===== src/rtl/rxq_pkg.sv =====
package rxq_pkg;

    // Occupancy of a one-byte holding slot
    typedef enum logic {
        SLOT_EMPTY = 1'b0,
        SLOT_HELD  = 1'b1
    } slot_e;

    // Bit positions inside the write-one-to-clear strobe vector
    localparam int CLR_DV_BIT = 0;
    localparam int CLR_UF_BIT = 1;
    localparam int CLR_W      = 2;

    // Sticky flag update: a set on the same edge wins over a clear
    function automatic logic flag_next(input logic cur, input logic set, input logic clr);
        return set | (cur & ~clr);
    endfunction

endpackage


===== src/rtl/rxq_slot.sv =====
module rxq_slot
    import rxq_pkg::*;
#(
    parameter int DATA_W = 8
) (
    input  logic              clk_i,
    input  logic              rst_i,
    input  logic              load_i,
    input  logic              drain_i,
    input  logic [DATA_W-1:0] data_i,
    output logic              held_o,
    output logic [DATA_W-1:0] data_o
);

    slot_e             state_q;
    logic [DATA_W-1:0] data_q;

    always_ff @(posedge clk_i) begin
        if (rst_i) begin
            state_q <= SLOT_EMPTY;
            data_q  <= '0;
        end else begin
            if (drain_i) begin
                state_q <= SLOT_EMPTY;
            end
            if (load_i) begin
                state_q <= SLOT_HELD;
                data_q  <= data_i;
            end
        end
    end

    assign held_o = (state_q == SLOT_HELD);
    assign data_o = data_q;

endmodule


===== src/rtl/rxq_flags.sv =====
module rxq_flags
    import rxq_pkg::*;
(
    input  logic              clk_i,
    input  logic              rst_i,
    input  logic              fill_i,
    input  logic              pop_i,
    input  logic              buf_held_i,
    input  logic [CLR_W-1:0]  clr_i,
    output logic              dv_irq_o,
    output logic              uf_irq_o
);

    logic dv_q;
    logic uf_q;
    logic dv_clr;
    logic uf_set;

    // A destructive read of a held byte retires the data-valid flag
    assign dv_clr = clr_i[CLR_DV_BIT] | (pop_i & buf_held_i);
    // A destructive read with nothing held is an underflow
    assign uf_set = pop_i & ~buf_held_i;

    always_ff @(posedge clk_i) begin
        if (rst_i) begin
            dv_q <= 1'b0;
            uf_q <= 1'b0;
        end else begin
            dv_q <= flag_next(dv_q, fill_i, dv_clr);
            uf_q <= flag_next(uf_q, uf_set, clr_i[CLR_UF_BIT]);
        end
    end

    assign dv_irq_o = dv_q;
    assign uf_irq_o = uf_q;

endmodule


===== src/rtl/rxq_read_port.sv =====
module rxq_read_port #(
    parameter int DATA_W     = 8,
    parameter bit EMPTY_ZERO = 1'b1
) (
    input  logic              held_i,
    input  logic              pop_i,
    input  logic              peek_i,
    input  logic [DATA_W-1:0] data_i,
    output logic [DATA_W-1:0] rd_data_o
);

    logic strobe;
    assign strobe = pop_i | peek_i;

    generate
        if (EMPTY_ZERO) begin : g_zero_fill
            // Deterministic value when the read has no defined content
            assign rd_data_o = (held_i && strobe) ? data_i : '0;
        end else begin : g_pass
            assign rd_data_o = strobe ? data_i : '0;
        end
    endgenerate

endmodule


===== src/rtl/rxq_rx_path.sv =====
module rxq_rx_path
    import rxq_pkg::*;
#(
    parameter int DATA_W = 8
) (
    input  logic              clk_i,
    input  logic              rst_i,
    input  logic              byte_valid_i,
    input  logic [DATA_W-1:0] byte_data_i,
    output logic              byte_ready_o,
    input  logic              pop_i,
    input  logic              peek_i,
    output logic [DATA_W-1:0] rd_data_o,
    output logic              data_valid_o,
    output logic              dv_irq_o,
    output logic              uf_irq_o,
    input  logic [CLR_W-1:0]  flag_clr_i
);

    logic              sh_held;
    logic [DATA_W-1:0] sh_data;
    logic              bf_held;
    logic [DATA_W-1:0] bf_data;
    logic              accept;
    logic              advance;
    logic              bf_drain;

    // Shift stage takes a byte only when empty; that is the backpressure
    assign accept   = byte_valid_i & ~sh_held;
    // Forward move only into an empty buffer
    assign advance  = sh_held & ~bf_held;
    assign bf_drain = pop_i & bf_held;

    rxq_slot #(.DATA_W(DATA_W)) i_shift (
        .clk_i   (clk_i),
        .rst_i   (rst_i),
        .load_i  (accept),
        .drain_i (advance),
        .data_i  (byte_data_i),
        .held_o  (sh_held),
        .data_o  (sh_data)
    );

    rxq_slot #(.DATA_W(DATA_W)) i_buffer (
        .clk_i   (clk_i),
        .rst_i   (rst_i),
        .load_i  (advance),
        .drain_i (bf_drain),
        .data_i  (sh_data),
        .held_o  (bf_held),
        .data_o  (bf_data)
    );

    rxq_flags i_flags (
        .clk_i      (clk_i),
        .rst_i      (rst_i),
        .fill_i     (advance),
        .pop_i      (pop_i),
        .buf_held_i (bf_held),
        .clr_i      (flag_clr_i),
        .dv_irq_o   (dv_irq_o),
        .uf_irq_o   (uf_irq_o)
    );

    rxq_read_port #(.DATA_W(DATA_W), .EMPTY_ZERO(1'b1)) i_read (
        .held_i    (bf_held),
        .pop_i     (pop_i),
        .peek_i    (peek_i),
        .data_i    (bf_data),
        .rd_data_o (rd_data_o)
    );

    assign byte_ready_o = ~sh_held;
    assign data_valid_o = bf_held;

endmodule


===== config.mk =====
export PLATFORM = sky130hd
export DESIGN_NAME = rxq_rx_path
export DESIGN_NICKNAME = d
export VERILOG_FILES = /design/src/rtl/rxq_pkg.sv /design/src/rtl/rxq_slot.sv /design/src/rtl/rxq_flags.sv /design/src/rtl/rxq_read_port.sv /design/src/rtl/rxq_rx_path.sv
export SDC_FILE = /design/constraint.sdc
export NUM_CORES = 1
export LEC_CHECK = 0
export CORE_ASPECT_RATIO = 1.4
export CORE_UTILIZATION = 44
export DETAILED_ROUTE_END_ITERATION = 6
export PLACE_DENSITY_LB_ADDON = 0.12
export SYNTH_ARGS = -nofsm -noshare
export SYNTH_HDL_FRONTEND = slang
export SYNTH_HIERARCHICAL = 1
export SYNTH_SLANG_ARGS = --single-unit

===== constraint.sdc =====
create_clock -name clk_i -period 1.44 [get_ports clk_i]
set_clock_uncertainty 0.1 [all_clocks]
set_input_delay 0.288 -clock clk_i [delete_from_list [all_inputs] [get_ports clk_i]]
set_output_delay 0.288 -clock clk_i [all_outputs]
set_load 0.03 [all_outputs]

==> impl_metrics.prom <==
# TYPE chip_impl_metric gauge
chip_impl_info{name="result_of_the_run",value="complete, no violations"} 1
chip_impl_metric{name="critical_path.n_buffers_inverters",unit=""} 1
chip_impl_metric{name="yosys.cell_types.count",unit=""} 17
chip_impl_info{name="critical_path.endpoint",value="rd_data_o[4]"} 1
chip_impl_metric{name="synthDominantCellAreaShare",unit="%"} 47.3
chip_impl_metric{name="routed_wire_length_per_instance",unit="µm"} 12.8
chip_impl_metric{name="cp_data_required_time",unit="ns"} 1.05
chip_impl_metric{name="nets",unit=""} 131
chip_impl_metric{name="post-route-min-period",unit="ns"} 1.44
chip_impl_metric{name="critPathMaxStageDelay",unit="ns"} 0.43
chip_impl_metric{name="cp_data_arrival_time",unit="ns"} 1.05
chip_impl_metric{name="drc_errors",unit=""} 0
chip_impl_metric{name="dpl_worst_slack",unit="ns"} -0.214
chip_impl_metric{name="synth_compound_area_share",unit="%"} 12.4
chip_impl_metric{name="total_power",unit="µW"} 1270
chip_impl_metric{name="die-width",unit="µm"} 39.1
chip_impl_metric{name="die-area",unit="mm²"} 0.00210
chip_impl_metric{name="ant_nets",unit=""} 0
chip_impl_metric{name="synthesis.area",unit="µm²"} 846
chip_impl_metric{name="tightestPinTransition",unit="ns"} 0.307
chip_impl_info{name="regToRegEndpoint",value="i_buffer/data_o[0]"} 1
chip_impl_metric{name="clock-sinks",unit=""} 20
chip_impl_metric{name="seq_area_frac_synth",unit="%"} 47.3
chip_impl_metric{name="cellLeakagePower",unit="µW"} 0.000597
chip_impl_metric{name="placementRows",unit=""} 18
chip_impl_metric{name="maxSlewHeadroom",unit="%"} 79.5
chip_impl_info{name="timing.hold.worst.class",value="reg2reg"} 1
chip_impl_metric{name="yosys_warnings",unit=""} 6
chip_impl_metric{name="whs",unit="ns"} 0.403
chip_impl_metric{name="ys_seq_elements",unit=""} 20
chip_impl_metric{name="vias_in_the_first_global_route",unit=""} 620
chip_impl_metric{name="dp.final_hpwl",unit="mm"} 1.16
chip_impl_metric{name="grt_max_degree",unit=""} 21
chip_impl_info{name="crit_path_top_delay_cell",value="sky130_fd_sc_hd__dfxtp_4"} 1
chip_impl_metric{name="synth-adder-area-share",unit="%"} 0
chip_impl_metric{name="antenna-diode-count",unit=""} 0
chip_impl_info{name="grt_setup_unrepaired",value="true"} 1
chip_impl_metric{name="post_cts_hold_buffer_count",unit=""} 0
chip_impl_metric{name="cts_made_buffers",unit=""} 3
chip_impl_metric{name="finalHoldViolations",unit=""} 0
chip_impl_metric{name="global_route.overflow_total",unit=""} 0
chip_impl_metric{name="routed-via-count",unit=""} 675
chip_impl_metric{name="synthMuxAreaShare",unit="%"} 18.9
chip_impl_metric{name="grt_first_pass_wirelength",unit="mm"} 2.63
chip_impl_metric{name="clkSlewWorstSetupHoldPaths",unit="ns"} 0.11
chip_impl_metric{name="avgSynthCellArea",unit="µm²"} 10.1
chip_impl_metric{name="power_per_cell_area",unit="mW/mm²"} 1050
chip_impl_info{name="worst_setup_path_startpoint",value="i_buffer/held_o"} 1
chip_impl_metric{name="period_share",unit="%"} 99.9
chip_impl_metric{name="gr-usage-all-layers",unit="%"} 18.2
chip_impl_info{name="synth_top_area_cell",value="sky130_fd_sc_hd__dfxtp_1"} 1
chip_impl_info{name="setup.worst_path.class",value="reg2out"} 1
chip_impl_info{name="layout.cells.most_common",value="sky130_fd_sc_hd__dfxtp_1"} 1
chip_impl_metric{name="layout-drive-gt1-share",unit="%"} 24.3
chip_impl_metric{name="detailedRoute.firstPassIterationCount",unit=""} 4
chip_impl_metric{name="worst_r2r_path_depth",unit=""} 3
chip_impl_info{name="yosys-top-cells-area",value="sky130_fd_sc_hd__dfxtp_1 (47%), sky130_fd_sc_hd__mux2i_1 (19%), sky130_fd_sc_hd__o211a_1 (9.5%), sky130_fd_sc_hd__nor2_1 (7.5%), sky130_fd_sc_hd__nand2b_1 (3.0%)"} 1
chip_impl_metric{name="fin_setup_tns",unit="ns"} 0
chip_impl_metric{name="core",unit="mm²"} 0.00178
chip_impl_info{name="crit_path_start_kind",value="register"} 1
chip_impl_metric{name="boundaryPins",unit=""} 27
chip_impl_info{name="clock_tree.root_cell",value="sky130_fd_sc_hd__clkbuf_4"} 1
chip_impl_info{name="cp-end-kind",value="output pin"} 1
chip_impl_metric{name="critical_path.max_fanout",unit=""} 13
chip_impl_info{name="clock_tree_from_tritoncts",value="done"} 1
chip_impl_metric{name="cts_max_path_buffers",unit=""} 2
chip_impl_metric{name="filler_cell_count",unit=""} 151
chip_impl_metric{name="final_critical_path_setup_slack",unit="ns"} 0.000761
chip_impl_metric{name="maxSlewViolCount",unit=""} 0
chip_impl_metric{name="achievable-frequency",unit="MHz"} 695
chip_impl_metric{name="post_synth_simple_gate_area",unit="%"} 13.6
chip_impl_metric{name="finalSetupViolations",unit=""} 0
chip_impl_metric{name="synth.net_count",unit=""} 99
chip_impl_info{name="dominant_combinational_cell_family_by_area_after_synthesis",value="multiplexers"} 1
chip_impl_info{name="cp_top_family",value="flip-flops"} 1
chip_impl_metric{name="number_of_violations_reported_at_the_end_of_detailed_routing_iteration_0",unit=""} 11
chip_impl_metric{name="cap_violations",unit=""} 0
chip_impl_metric{name="finalCoreUtilization",unit="%"} 68.1
chip_impl_info{name="timing.rr.start",value="i_buffer/held_o"} 1
chip_impl_metric{name="place.gp.congestion",unit=""} 0.695
chip_impl_metric{name="fp.dieH",unit="µm"} 53.9
chip_impl_metric{name="cell_depth_of_the_worst_setup_path",unit=""} 2
chip_impl_metric{name="vdd.ir_drop.worst",unit="µV"} 666
chip_impl_metric{name="regToRegSetupSlack",unit="ns"} 0.14
chip_impl_metric{name="cts-htree-levels",unit=""} 1
chip_impl_metric{name="routed_wirelength",unit="mm"} 1.73
chip_impl_metric{name="synthToLayoutAreaGrowth",unit="%"} 43.3
chip_impl_metric{name="initial_antenna_violation_count",unit=""} 0
chip_impl_metric{name="buffers_on_ports",unit=""} 26
chip_impl_info{name="path_cells",value="o211a_1 > buf_6"} 1
chip_impl_metric{name="syn-instance-count",unit=""} 84
chip_impl_metric{name="vias_per_cell",unit=""} 5.00
chip_impl_metric{name="floorplan.initialDensity",unit="%"} 47.5
chip_impl_metric{name="insertion_delay",unit="ns"} 0.30
chip_impl_metric{name="synth-xor-area-share",unit="%"} 0
chip_impl_info{name="final_cell_mix",value="sky130_fd_sc_hd__dfxtp_1 (19), sky130_fd_sc_hd__nor2_1 (17), sky130_fd_sc_hd__mux2i_1 (16)"} 1
-- timing repair --
item,4_1_cts,5_1_grt
endpoints found under the setup margin,11,12
pin swaps,0,0
setup buffers,2,0
gates resized for setup,16,9
gates cloned,1,0
-- area by class of cell --
cell class | instances | area (µm²) | area share, %
timing repair buffer | 34 | 335 | 27.7
inverter | 4 | 15.0 | 1.24
sequential | 20 | 404 | 33.3
clock inverter | 1 | 30.0 | 2.48
multi-input combinational | 53 | 380 | 31.4
clock buffer | 3 | 22.5 | 1.86
tap | 20 | 25.0 | 2.06
-- how the worst min path moves through the flow --
stage                            startpoint                 to  slack [ns]  depth (start not counted)
after global routing       i_flags/uf_irq_o   i_flags/uf_irq_o        0.42                          2
after detailed placement  i_shift/data_o[2]  i_shift/data_o[2]        0.38                          2
after global placement     i_flags/uf_irq_o   i_flags/uf_irq_o        0.37                          2
final                      i_flags/uf_irq_o   i_flags/uf_irq_o        0.40                          2
after floorplan                       rst_i   i_flags/uf_irq_o        0.25                          1
after CTS                  i_flags/uf_irq_o   i_flags/uf_irq_o        0.41                          2
-- cells in the mapped netlist, drive strengths merged --
master and number:
buf 5, and2 1, a31oi 1, inv 4
nor2 17, mux2i 16, a21oi 3, and2b 1
nand2 1, clkbuf 2, nor2b 1, nand2b 4
dfxtp 20, o211a 8
-- cell families after synthesis --
kind of cell,Yosys count
AOI/OAI and AO/OA,12
DFF,20
buffers and inverters,11
muxes,16
and+or+nand+nor,25
-- where the power goes --
group | internal (µW) | total [µW] | leakage, µW | switching (µW)
Clock | 281 | 457 | 0.0000279 | 175
Sequential | 584 | 607 | 0.000164 | 22.4
Combinational | 112 | 210 | 0.000405 | 97.9
Total | 978 | 1270 | 0.000597 | 296
-- sequential cells by signal (all words and copies together), names as in the netlist --
register,cells
i_buffer/data_o,8
i_flags/dv_irq_o,1
i_shift/data_o,8
i_flags/uf_irq_o,1
i_buffer/held_o,1
i_shift/held_o,1
-- worst min-delay path, delay by kind of cell (launching register included) --
kind | cells | cell delay [ns]
compound gates | 1 | 0.05
flops | 1 | 0.33
simple gates | 1 | 0.09
-- through the flow --
step,cell area (µm²),instances
after floorplan,847,84
after global placement,1110,128
after detailed placement,1110,128
after CTS,1210,135
after global routing,1210,135
final,1210,135
-- routing by layer --
layer,vias to the layer above,global-route usage (%),wire (µm)
met5,-,0,0
met4,0,10.3,11
met3,2,2.48,60
met2,15,29.2,858
met1,315,23.0,798
li1,343,-,-
No activity file was read; power rests on OpenSTA's default activity.
